### src/rtl/pmu_pkg.sv
package pmu_pkg;
    typedef enum logic [1:0] {
        PM_FULL = 2'd0,
        PM_DOZE = 2'd1,
        PM_STBY = 2'd2,
        PM_SUSP = 2'd3
    } pm_state_e;

    localparam int REG_AW  = 4;
    localparam int DUTY_W  = 8;
    localparam int NSTAT   = 5;
    localparam int NTIMERS = 5;
    localparam int NSTAGES = 4;

    localparam logic [REG_AW-1:0] A_DOZE   = 4'd0;
    localparam logic [REG_AW-1:0] A_STBY   = 4'd1;
    localparam logic [REG_AW-1:0] A_SUSP   = 4'd2;
    localparam logic [REG_AW-1:0] A_HK     = 4'd3;
    localparam logic [REG_AW-1:0] A_PERIPH = 4'd4;
    localparam logic [REG_AW-1:0] A_STAT   = 4'd5;
    localparam logic [REG_AW-1:0] A_DUTY0  = 4'd6;
    localparam logic [REG_AW-1:0] A_MASK   = 4'd10;

    localparam int S_DOZE = 0;
    localparam int S_STBY = 1;
    localparam int S_SUSP = 2;
    localparam int S_WAKE = 3;
    localparam int S_PERI = 4;

    typedef struct packed {
        logic [DUTY_W-1:0] off_len;
        logic [DUTY_W-1:0] on_len;
    } duty_t;

    function automatic pm_state_e deeper(pm_state_e s);
        return pm_state_e'(s + 2'd1);
    endfunction
endpackage

### src/rtl/pm_downcnt.sv
module pm_downcnt #(
    parameter int W = 16,
    parameter logic [W-1:0] RST_VAL = '0
) (
    input  logic         clk,
    input  logic         rst,
    input  logic         load,
    input  logic [W-1:0] load_val,
    input  logic         en,
    output logic         zero
);
    logic [W-1:0] cnt;

    always_ff @(posedge clk) begin
        if (rst)                     cnt <= RST_VAL;
        else if (load)               cnt <= load_val;
        else if (en && cnt != '0)    cnt <= cnt - 1'b1;
    end

    assign zero = (cnt == '0);
endmodule

### src/rtl/pm_clkmod.sv
module pm_clkmod #(
    parameter int DIV    = 4,
    parameter int DUTY_W = 8
) (
    input  logic              clk,
    input  logic              rst,
    input  logic              restart,
    input  logic [DUTY_W-1:0] on_len,
    input  logic [DUTY_W-1:0] off_len,
    output logic              run_o
);
    localparam int DW = $clog2(DIV + 1);

    logic [DW-1:0]     div_cnt;
    logic              tick;
    logic              ph_on;
    logic [DUTY_W-1:0] pcnt;
    logic [DUTY_W:0]   len_cur;
    logic [DUTY_W:0]   pcnt_nx;

    assign tick    = (div_cnt == DW'(DIV - 1));
    assign len_cur = {1'b0, (ph_on ? on_len : off_len)};
    assign pcnt_nx = {1'b0, pcnt} + 1'b1;

    always_ff @(posedge clk) begin
        if (rst || tick) div_cnt <= '0;
        else             div_cnt <= div_cnt + 1'b1;
    end

    always_ff @(posedge clk) begin
        if (rst || restart) begin
            ph_on <= 1'b1;
            pcnt  <= '0;
        end else if (tick) begin
            if (pcnt_nx >= len_cur) begin
                ph_on <= ~ph_on;
                pcnt  <= '0;
            end else begin
                pcnt  <= pcnt_nx[DUTY_W-1:0];
            end
        end
    end

    always_comb begin
        if (off_len == '0)     run_o = 1'b1;
        else if (on_len == '0) run_o = 1'b0;
        else                   run_o = ph_on;
    end
endmodule

### src/rtl/pm_idle_unit.sv
module pm_idle_unit
    import pmu_pkg::*;
#(
    parameter int CNT_W      = 16,
    parameter int TICK_DIV   = 4,
    parameter int NPLANE     = 4,
    parameter int DEF_DOZE   = 200,
    parameter int DEF_STBY   = 400,
    parameter int DEF_SUSP   = 800,
    parameter int DEF_HK     = 16,
    parameter int DEF_PERIPH = 1000
) (
    input  logic              clk,
    input  logic              rst,
    input  logic              sys_act,
    input  logic              hk_act,
    input  logic              periph_act,
    input  logic              wr_en,
    input  logic [3:0]        wr_addr,
    input  logic [CNT_W-1:0]  wr_data,
    output logic [1:0]        pm_state,
    output logic              smi_req,
    output logic [4:0]        smi_status,
    output logic              stop_clk_n,
    output logic [NPLANE-1:0] plane_en
    ,output logic             periph_idle
);
    localparam logic [CNT_W-1:0] RV_DOZE = CNT_W'(DEF_DOZE);
    localparam logic [CNT_W-1:0] RV_PERI = CNT_W'(DEF_PERIPH);

    pm_state_e         state, state_n;
    logic [CNT_W-1:0]  to_q [NTIMERS];
    duty_t             duty_q [NSTAGES];
    logic [NPLANE-1:0] mask_q;
    logic [NSTAT-1:0]  stat, stat_set, stat_clr;

    logic hk_zone, hold, stage_zero, stage_exp, stage_load, hk_zero;
    logic p_zero, p_zero_q;
    logic [CNT_W-1:0] stage_val;
    duty_t duty_cur;

    // register write port
    always_ff @(posedge clk) begin
        if (rst) begin
            to_q[0] <= RV_DOZE;
            to_q[1] <= CNT_W'(DEF_STBY);
            to_q[2] <= CNT_W'(DEF_SUSP);
            to_q[3] <= CNT_W'(DEF_HK);
            to_q[4] <= RV_PERI;
            for (int i = 0; i < NSTAGES; i++) duty_q[i] <= '{off_len: '0, on_len: DUTY_W'(1)};
            mask_q <= '0;
        end else if (wr_en) begin
            for (int i = 0; i < NTIMERS; i++)
                if (wr_addr == REG_AW'(i)) to_q[i] <= wr_data;
            for (int i = 0; i < NSTAGES; i++)
                if (wr_addr == A_DUTY0 + REG_AW'(i)) duty_q[i] <= duty_t'(wr_data[2*DUTY_W-1:0]);
            if (wr_addr == A_MASK) mask_q <= wr_data[NPLANE-1:0];
        end
    end

    // stage sequencing
    assign hk_zone    = (state == PM_DOZE) || (state == PM_STBY);
    assign hold       = hk_zone && (hk_act || !hk_zero);
    assign stage_exp  = (state != PM_SUSP) && stage_zero && !sys_act && !hold;
    assign stage_load = sys_act || stage_exp;

    always_comb begin
        if (sys_act)                stage_val = to_q[0];
        else if (state == PM_FULL)  stage_val = to_q[1];
        else if (state == PM_DOZE)  stage_val = to_q[2];
        else                        stage_val = '0;
    end

    always_comb begin
        state_n = state;
        if (sys_act)        state_n = PM_FULL;
        else if (stage_exp) state_n = deeper(state);
    end

    always_ff @(posedge clk) begin
        if (rst) state <= PM_FULL;
        else     state <= state_n;
    end

    pm_downcnt #(.W(CNT_W), .RST_VAL(RV_DOZE)) u_stage (
        .clk(clk), .rst(rst), .load(stage_load), .load_val(stage_val),
        .en(!hold && state != PM_SUSP), .zero(stage_zero));

    pm_downcnt #(.W(CNT_W), .RST_VAL('0)) u_hk (
        .clk(clk), .rst(rst), .load(hk_zone && hk_act && !sys_act),
        .load_val(to_q[3]), .en(1'b1), .zero(hk_zero));

    pm_downcnt #(.W(CNT_W), .RST_VAL(RV_PERI)) u_peri (
        .clk(clk), .rst(rst), .load(periph_act), .load_val(to_q[4]),
        .en(1'b1), .zero(p_zero));

    always_ff @(posedge clk) begin
        if (rst) p_zero_q <= 1'b0;
        else     p_zero_q <= p_zero;
    end

    // interrupt status, write-one-to-clear, new causes win
    always_comb begin
        stat_set         = '0;
        stat_set[S_DOZE] = stage_exp && (state == PM_FULL);
        stat_set[S_STBY] = stage_exp && (state == PM_DOZE);
        stat_set[S_SUSP] = stage_exp && (state == PM_STBY);
        stat_set[S_WAKE] = sys_act && (state != PM_FULL);
        stat_set[S_PERI] = p_zero && !p_zero_q;
        stat_clr = (wr_en && wr_addr == A_STAT) ? wr_data[NSTAT-1:0] : '0;
    end

    always_ff @(posedge clk) begin
        if (rst) stat <= '0;
        else     stat <= (stat & ~stat_clr) | stat_set;
    end

    // clock-stop modulation per stage
    assign duty_cur = duty_q[state];

    pm_clkmod #(.DIV(TICK_DIV), .DUTY_W(DUTY_W)) u_mod (
        .clk(clk), .rst(rst), .restart(state_n != state),
        .on_len(duty_cur.on_len), .off_len(duty_cur.off_len), .run_o(stop_clk_n));

    assign plane_en    = (state == PM_SUSP) ? ~mask_q : '1;
    assign pm_state    = state;
    assign smi_status  = stat;
    assign smi_req     = |stat;
    assign periph_idle = p_zero;


    stage_step_chk: assert property (@(posedge clk) disable iff (rst)
        (state != PM_FULL && state != $past(state)) |-> ($past(pm_state) + 2'd1 == pm_state));

    wake_full_chk: assert property (@(posedge clk) disable iff (rst)
        sys_act |=> (state == PM_FULL));

    wake_flag_chk: assert property (@(posedge clk) disable iff (rst)
        (sys_act && state != PM_FULL) |=> smi_status[S_WAKE]);

    hk_hold_chk: assert property (@(posedge clk) disable iff (rst)
        (state == PM_DOZE && !hk_zero && !sys_act) |=> (state == PM_DOZE));

    w1c_only_chk: assert property (@(posedge clk) disable iff (rst)
        (|($past(stat) & ~stat)) |-> $past(wr_en && wr_addr == A_STAT));

    peri_flag_chk: assert property (@(posedge clk) disable iff (rst)
        $rose(periph_idle) |=> smi_status[S_PERI]);
endmodule

### config.mk
export PLATFORM = sky130hd
export DESIGN_NAME = pm_idle_unit
export DESIGN_NICKNAME = d
export VERILOG_FILES = /design/src/rtl/pmu_pkg.sv /design/src/rtl/pm_downcnt.sv /design/src/rtl/pm_clkmod.sv /design/src/rtl/pm_idle_unit.sv
export SDC_FILE = /design/constraint.sdc
export NUM_CORES = 1
export LEC_CHECK = 0
export BUFFER_PORTS_ARGS = -buffer_cell sky130_fd_sc_hd__buf_2
export CORE_MARGIN = 8
export CORE_UTILIZATION = 62
export DETAILED_ROUTE_END_ITERATION = 8
export PLACE_DENSITY = 0.8
export RECOVER_POWER = 50
export SKIP_CTS_REPAIR_TIMING = 1
export SYNTH_ARGS = -nofsm -noshare
export SYNTH_HDL_FRONTEND = slang
export SYNTH_SLANG_ARGS = --single-unit
export TNS_END_PERCENT = 5
### constraint.sdc
create_clock -name clk -period 4.6 [get_ports clk]
set_clock_uncertainty 0.1 [all_clocks]
set_input_delay 1.15 -clock clk [delete_from_list [all_inputs] [get_ports clk]]
set_output_delay 1.15 -clock clk [all_outputs]
set_load 0.005 [all_outputs]
# [Yosys cells after proc, flatten, opt, wreduce, memory -nomap -nowiden]
# Memory sizes are Yosys's and may differ from the RTL's. A register that Yosys moved wholly into a read port is not among the register bits.
# Index checks and enable logic that the tools add are counted.
[classes] add_sub_neg=6 n_lt_le_gt_ge=1 eq_ne=16 mux=65 n_bitwise=14 n_reduce_logical=40
[ops] op="$mux 16" count=18
[ops] op="$logic_not 16->1" count=3
[ops] op="$reduce_bool 16->1" count=3
[ops] op="$sub 16x1->16 const B" count=3
[ops] op="$mux 1" count=40
[ops] op="$eq 4x3->1 const B" count=4
[ops] op="$logic_not 8->1" count=2
[ops] op="$mux 8" count=2
[ops] op="$logic_and 1x1->1" count=14
[ops] op="$eq 4x4->1 const B" count=3
[ops] op="$add 8x1->9 const B" count=1
[ops] op="$ge 9x8->1" count=1
[ops] op="$or 1x1->1" count=9
[ops] op="$eq 4x2->1 const B" count=2
[ops] op="$reduce_bool 2->1" count=4
[ops] op="$mux 2" count=3
[ops] op="$and 5x5->5" count=1
[ops] op="$logic_or 1x1->1" count=5
[ops] op="$mux 5" count=1
[ops] op="$not 5->5" count=1
[ops] op="$or 5x5->5" count=1
[ops] op="$reduce_or 5->1" count=1
[ops] op="$eq 2x2->1 const B" count=2
[ops] op="$eq 4x1->1 const B" count=1
[ops] op="other kinds (13)" count=17
[word_totals] regBits=72 ramBits=144 in_bits=26 output_inout_bits=14 wordCells=154 memories=2
[memory_table] memory="to_q" words=5 word_bits=16 read_ports=5 rd_clocked_by_memory_dff=0 wr=5 line="pm_idle_unit.sv:32" rtl="logic [CNT_W-1:0] to_q [NTIMERS];"
[memory_table] memory="duty_q" words=4 word_bits=16 read_ports=1 rd_clocked_by_memory_dff=1 wr=4 line="pm_idle_unit.sv:33" rtl="duty_t duty_q [NSTAGES];"

# [Logic depth before layout (Yosys ltp)]
[depth] depth_word=10 depth_mapped=11 mapped_depth_nobuf=10

# [By module]
# From an unflattened synthesis, not the netlist that was laid out.
[hier_totals] hier_cells=908 hier_area_um2=10498.8
[modules_own_cells] mod="pm_idle_unit" n_inst=1 cells_per_inst=420 area_per_inst_um2=6486.2 seq_area_each_um2=4564.4
[modules_own_cells] mod="pm_downcnt (u_stage)" n_inst=1 cells_per_inst=130 area_per_inst_um2=1066.0 seq_area_each_um2=320.3
[modules_own_cells] mod="pm_downcnt (u_peri)" n_inst=1 cells_per_inst=131 area_per_inst_um2=1047.3 seq_area_each_um2=320.3
[modules_own_cells] mod="pm_clkmod" n_inst=1 cells_per_inst=113 area_per_inst_um2=954.7 seq_area_each_um2=240.2
[modules_own_cells] mod="pm_downcnt (u_hk)" n_inst=1 cells_per_inst=114 area_per_inst_um2=944.7 seq_area_each_um2=320.3

# [Worst setup path before layout]
# No wires, ideal clock.
[synth_timing] kind="reg-to-reg" startpoint="register state[0], in the netlist pm_state[0]" endpoint="register u_mod.pcnt[5]" arrival_time_ns=3.887 required_ns=4.409 setup_slack_ns=0.522 path_stages_with_launch=12 cell_sequence="dfxtp_1 > buf_2 > buf_1 > mux4_2 > mux2_2 > ha_1 > nand2b_1 > a21o_1 > a211o_1 > a211oi_1 > a21oi_1 > a311oi_1"
[synth_via] elab_chain_cells=9 elab_cells_between_ends=14 classes_between="add/sub: 1; eq/ne: 4; mux: 2; reduce/logical: 7"
[synth_rtl] element="from (decl)" line="pm_idle_unit.sv:31" rtl="pm_state_e state, state_n;"
[synth_rtl] element="from (signal assigned)" line="pm_idle_unit.sv:82" rtl="else state <= state_n;"
[synth_rtl] element="$eq 2x1->1 / $eq 2x2->1 (equally long branches)" line="pm_idle_unit.sv:62" rtl="assign hk_zone = (state == PM_DOZE) || (state == PM_STBY);"
[synth_rtl] element="$logic_or 1x1->1" line="pm_idle_unit.sv:62"
[synth_rtl] element="$logic_and 1x1->1" line="pm_idle_unit.sv:63" rtl="assign hold = hk_zone && (hk_act || !hk_zero);"
[synth_rtl] element="$logic_not 1->1" line="pm_idle_unit.sv:64" rtl="assign stage_exp = (state != PM_SUSP) && stage_zero && !sys_act && !hold;"
[synth_rtl] element="$logic_and 1x1->1" line="pm_idle_unit.sv:64"
[synth_rtl] element="$mux 2" line="pm_idle_unit.sv:77" rtl="else if (stage_exp) state_n = deeper(state);"
[synth_rtl] element="$mux 2" line="pm_idle_unit.sv:76" rtl="if (sys_act) state_n = PM_FULL;"
[synth_rtl] element="$ne 2x2->1 *" line="pm_idle_unit.sv:122" rtl=".clk(clk), .rst(rst), .restart(state_n != state),"
[synth_rtl] element="$logic_or 1x1->1 *" line="pm_clkmod.sv:31" rtl="if (rst || restart) begin"
[synth_rtl] element="to (signal assigned)" line="pm_clkmod.sv:39" rtl="pcnt <= pcnt_nx[DUTY_W-1:0];"
[synth_rtl] element="to (decl)" line="pm_clkmod.sv:17" rtl="logic [DUTY_W-1:0] pcnt;"
# Every way passes the cells marked *; elsewhere a longest branch is shown, timed or not.
# A chain may end at the register's enable or synchronous reset.

==> impl_metrics.py <==
metrics = {
    "run_status": {
        "run_status": "completed",
    },
    "die": {
        "fp-row-count": 46,
        "core-area_um2": 15800,
        "start_util_pct": 63.2,
        "die_y_um": 143,
        "die-area_um2": 20500,
        "io_pins": 40,
        "die_width_um": 143,
    },
    "logic_synthesis": {
        "synth_common_cells": "edfxtp_1, nand2_1, dfxtp_1, and2_1, nor2_1",
        "mappedNetlistArea_um2": 10000,
        "yosysWarnings": 0,
        "synthTopCellsByArea": "edfxtp_1, dfxtp_1, and2_1",
        "async_flop_share_pct": 0,
        "syn_nets": 918,
        "ys_types": 68,
        "synth.largest_area_cell": "edfxtp_1",
        "synth_top_cell_area_share_pct": 43.2,
        "avgSynthCellArea_um2": 11.5,
        "postSynthCellCount": 872,
        "synth_edf_count": 144,
        "synth.ff_latch_count": 216,
        "yosysSeqAreaShare_pct": 57.6,
        "synth.most_common_cell": "edfxtp_1",
        "synth_ff_type": "edfxtp_1",
    },
    "min_path": {
        "hp-class": "reg2reg",
    },
    "clock_network": {
        "clkTransAtPathRegs_ns": 0.06,
        "cts_num_sinks": 216,
        "cts_tree": "done",
        "cts_buffer_depth": 3,
        "htree_levels": 1,
        "root_buffer": "clkbuf_16",
        "insertion_delay_ns": 0.51,
        "numCtsBuffers": 23,
    },
    "power": {
        "switching_share_pct": 26.2,
        "max-vdd-ir-drop_uv": 404,
        "combPwrFrac_pct": 14.0,
        "p_int_w": 0.00359,
        "p_per_area_nw_per_um2": 440,
        "seqPwrFrac_pct": 48.8,
        "p_clk_share_pct": 37.2,
        "switchingPower_w": 0.00127,
        "cellLeakagePower_nw": 3.92,
    },
    "route": {
        "drt_wl_total_mm": 23.6,
        "routedWlPerCell_um": 20.9,
        "antenna_left": 0,
        "drc": 0,
        "drt_pass1_iterations": 5,
        "via_per_inst": 6.42,
        "vias": 7252,
        "drt_iter0_markers": 824,
    },
    "final_layout": {
        "final_cells": 1130,
        "design_area_um2": 11000,
        "area_delta_synth_final_pct": 10.4,
        "diodes": 0,
        "drive_above_1_share_pct": 11.4,
        "finalNetCount": 943,
        "n_fill_cell": 1109,
    },
    "sta": {
        "min_period_ns": 4.11,
        "drv_slew": 0,
        "rsz0062_at_grt": "no",
        "fin_ws_ns": 0.490,
        "timing.setup.tns_ns": 0,
        "worst_pin_slew_ns": 1.25,
        "hold_violations": 0,
        "setup_violations": 0,
        "min_period_over_period_pct": 89.3,
        "fmax_mhz": 243,
        "max_slew_margin_pct": 16.4,
    },
    "critical_path": {
        "cp.arrival_ns": 2.86,
        "startpoint": "pm_state[0]",
        "start_kind": "flop",
        "worstSetupEndpointType": "output pin",
        "rrSetupSlack_ns": 1.00,
        "r2r_start": "pm_state[1]",
        "cp_max_fo": 13,
        "crit_required_ns": 3.35,
        "worstReg2RegEnd": "u_mod.ph_on",
        "crit_end": "stop_clk_n",
        "criticalPathCategory": "reg2out",
        "r2r_cells": 9,
    },
    "placed_design": {
        "placedCellCount": 1088,
        "place_area_um2": 10300,
        "dpl_worst_slack_ns": 1.05,
        "io_buffers": 39,
        "gp_congestion": 0.898,
        "post-dp-hpwl_mm": 15.8,
    },
    "grt": {
        "grt_pass1_vias": 7166,
        "antenna_found_initial": 1,
        "track_usage_pct": 23.6,
        "grt_pass1_wl_mm": 37.8,
        "grt_max_degree": 58,
        "overflow": 0,
    },
    "job": {
        "cap_violations": 0,
    },
}
-- power groups by stage --
stage / Sequential (W) / Combinational [W] / Clock [W]
after CTS: 0.00237 / 0.000678 / 0.00182
after detailed placement: 0.00241 / 0.000667 / 0
after global placement: 0.00239 / 0.000645 / 0
final: 0.00237 / 0.000681 / 0.00181
after floorplan: 0.00236 / 0.000534 / 0
after global routing: 0.00239 / 0.000757 / 0.00189
-- critical path: stages (launching register included) --
cell and delay (ns):
dfxtp_1 0.60, buf_4 0.35, mux4_2 0.57, nor4_1 0.32, nand2_1 0.09, a22o_1 0.26, buf_2 0.13
-- layer usage --
metal  GRT usage (%)  wire length [um]
met3            3.87              2140
met1            32.6              9950
met2            36.6             10700
met5               0                12
met4            9.40               766
-- flip-flops by register name, summed over array words and instances (netlist names), 2 cells and up --
register	cells
u_stage.cnt	16
duty_q	64
mask_q	4
u_mod.pcnt	8
u_peri.cnt	16
to_q	80
u_mod.div_cnt	3
u_hk.cnt	16
pm_state	2
smi_status	5
-- cells by family after synthesis --
family / share of synthesized area (%)
AND/OR/NAND/NOR: 18.8
flip-flops: 57.6
AO/OA/AOI/OAI: 10.0
buffers and inverters: 2.92
multiplexers: 5.64
XOR/XNOR: 2.54
adder cells (fa/ha/maj): 2.50
-- cell usage in the layout, fill, tap and decap left out, drive strengths merged, types with 5 or more instances in the layout --
cell type | Yosys | final
buf | 15 | 38
nor2 | 55 | 55
nand3b | 5 | 5
and2 | 62 | 62
a311oi | 8 | 8
nor2b | 6 | 6
dfxtp | 72 | 72
a221oi | 5 | 5
nand3 | 16 | 16
clkbuf | 31 | 39
nor4b | 6 | 6
nand2 | 83 | 83
nand4 | 6 | 6
edfxtp | 144 | 144
or3 | 10 | 10
o21ai | 27 | 27
a21oi | 33 | 33
a211oi | 15 | 15
clkinv | 1 | 6
and3 | 7 | 7
a22o | 5 | 5
xor2 | 14 | 14
ha | 20 | 20
a22oi | 16 | 16
xnor2 | 15 | 15
nor4 | 16 | 16
nor3 | 52 | 52
mux2i | 17 | 17
nand2b | 11 | 11
mux4 | 16 | 16
inv | 23 | 25
or4 | 7 | 7
-- cell type report --
type                            count  area, um2  share of cell area, %
Clock buffer                       31        647                   5.86
Clock inverter                     11       95.1                  0.861
Inverter                           24       90.1                  0.815
Multi-Input combinational cell    586       3950                   35.7
Sequential cell                   216       5770                   52.2
Tap cell                          216        270                   2.45
Timing Repair Buffer               46        233                   2.11
-- how the worst min path moves through the flow --
stage	depth (start not counted)	from	slack (ns)	to
5_1_grt	1	u_mod.div_cnt[0]	0.34	u_mod.div_cnt[0]
6_report	1	u_mod.div_cnt[0]	0.33	u_mod.div_cnt[0]
4_1_cts	1	u_mod.div_cnt[0]	0.33	u_mod.div_cnt[0]
3_3_place_gp	1	u_mod.div_cnt[0]	0.31	u_mod.div_cnt[0]
3_5_place_dp	1	u_mod.div_cnt[0]	0.32	u_mod.div_cnt[0]
2_1_floorplan	1	u_mod.div_cnt[0]	0.30	u_mod.div_cnt[0]
-- per-stage QoR --
step | hold WS (ns) | power, W | utilization, %
after detailed placement | 0.323 | 0.00307 | 65.2
after floorplan | 0.304 | 0.00290 | -
after CTS | 0.332 | 0.00486 | 69.9
after global placement | 0.312 | 0.00304 | 65.2
final | 0.330 | 0.00486 | 69.8
after global routing | 0.341 | 0.00503 | 69.8
Power figures use the tool's default switching activity.
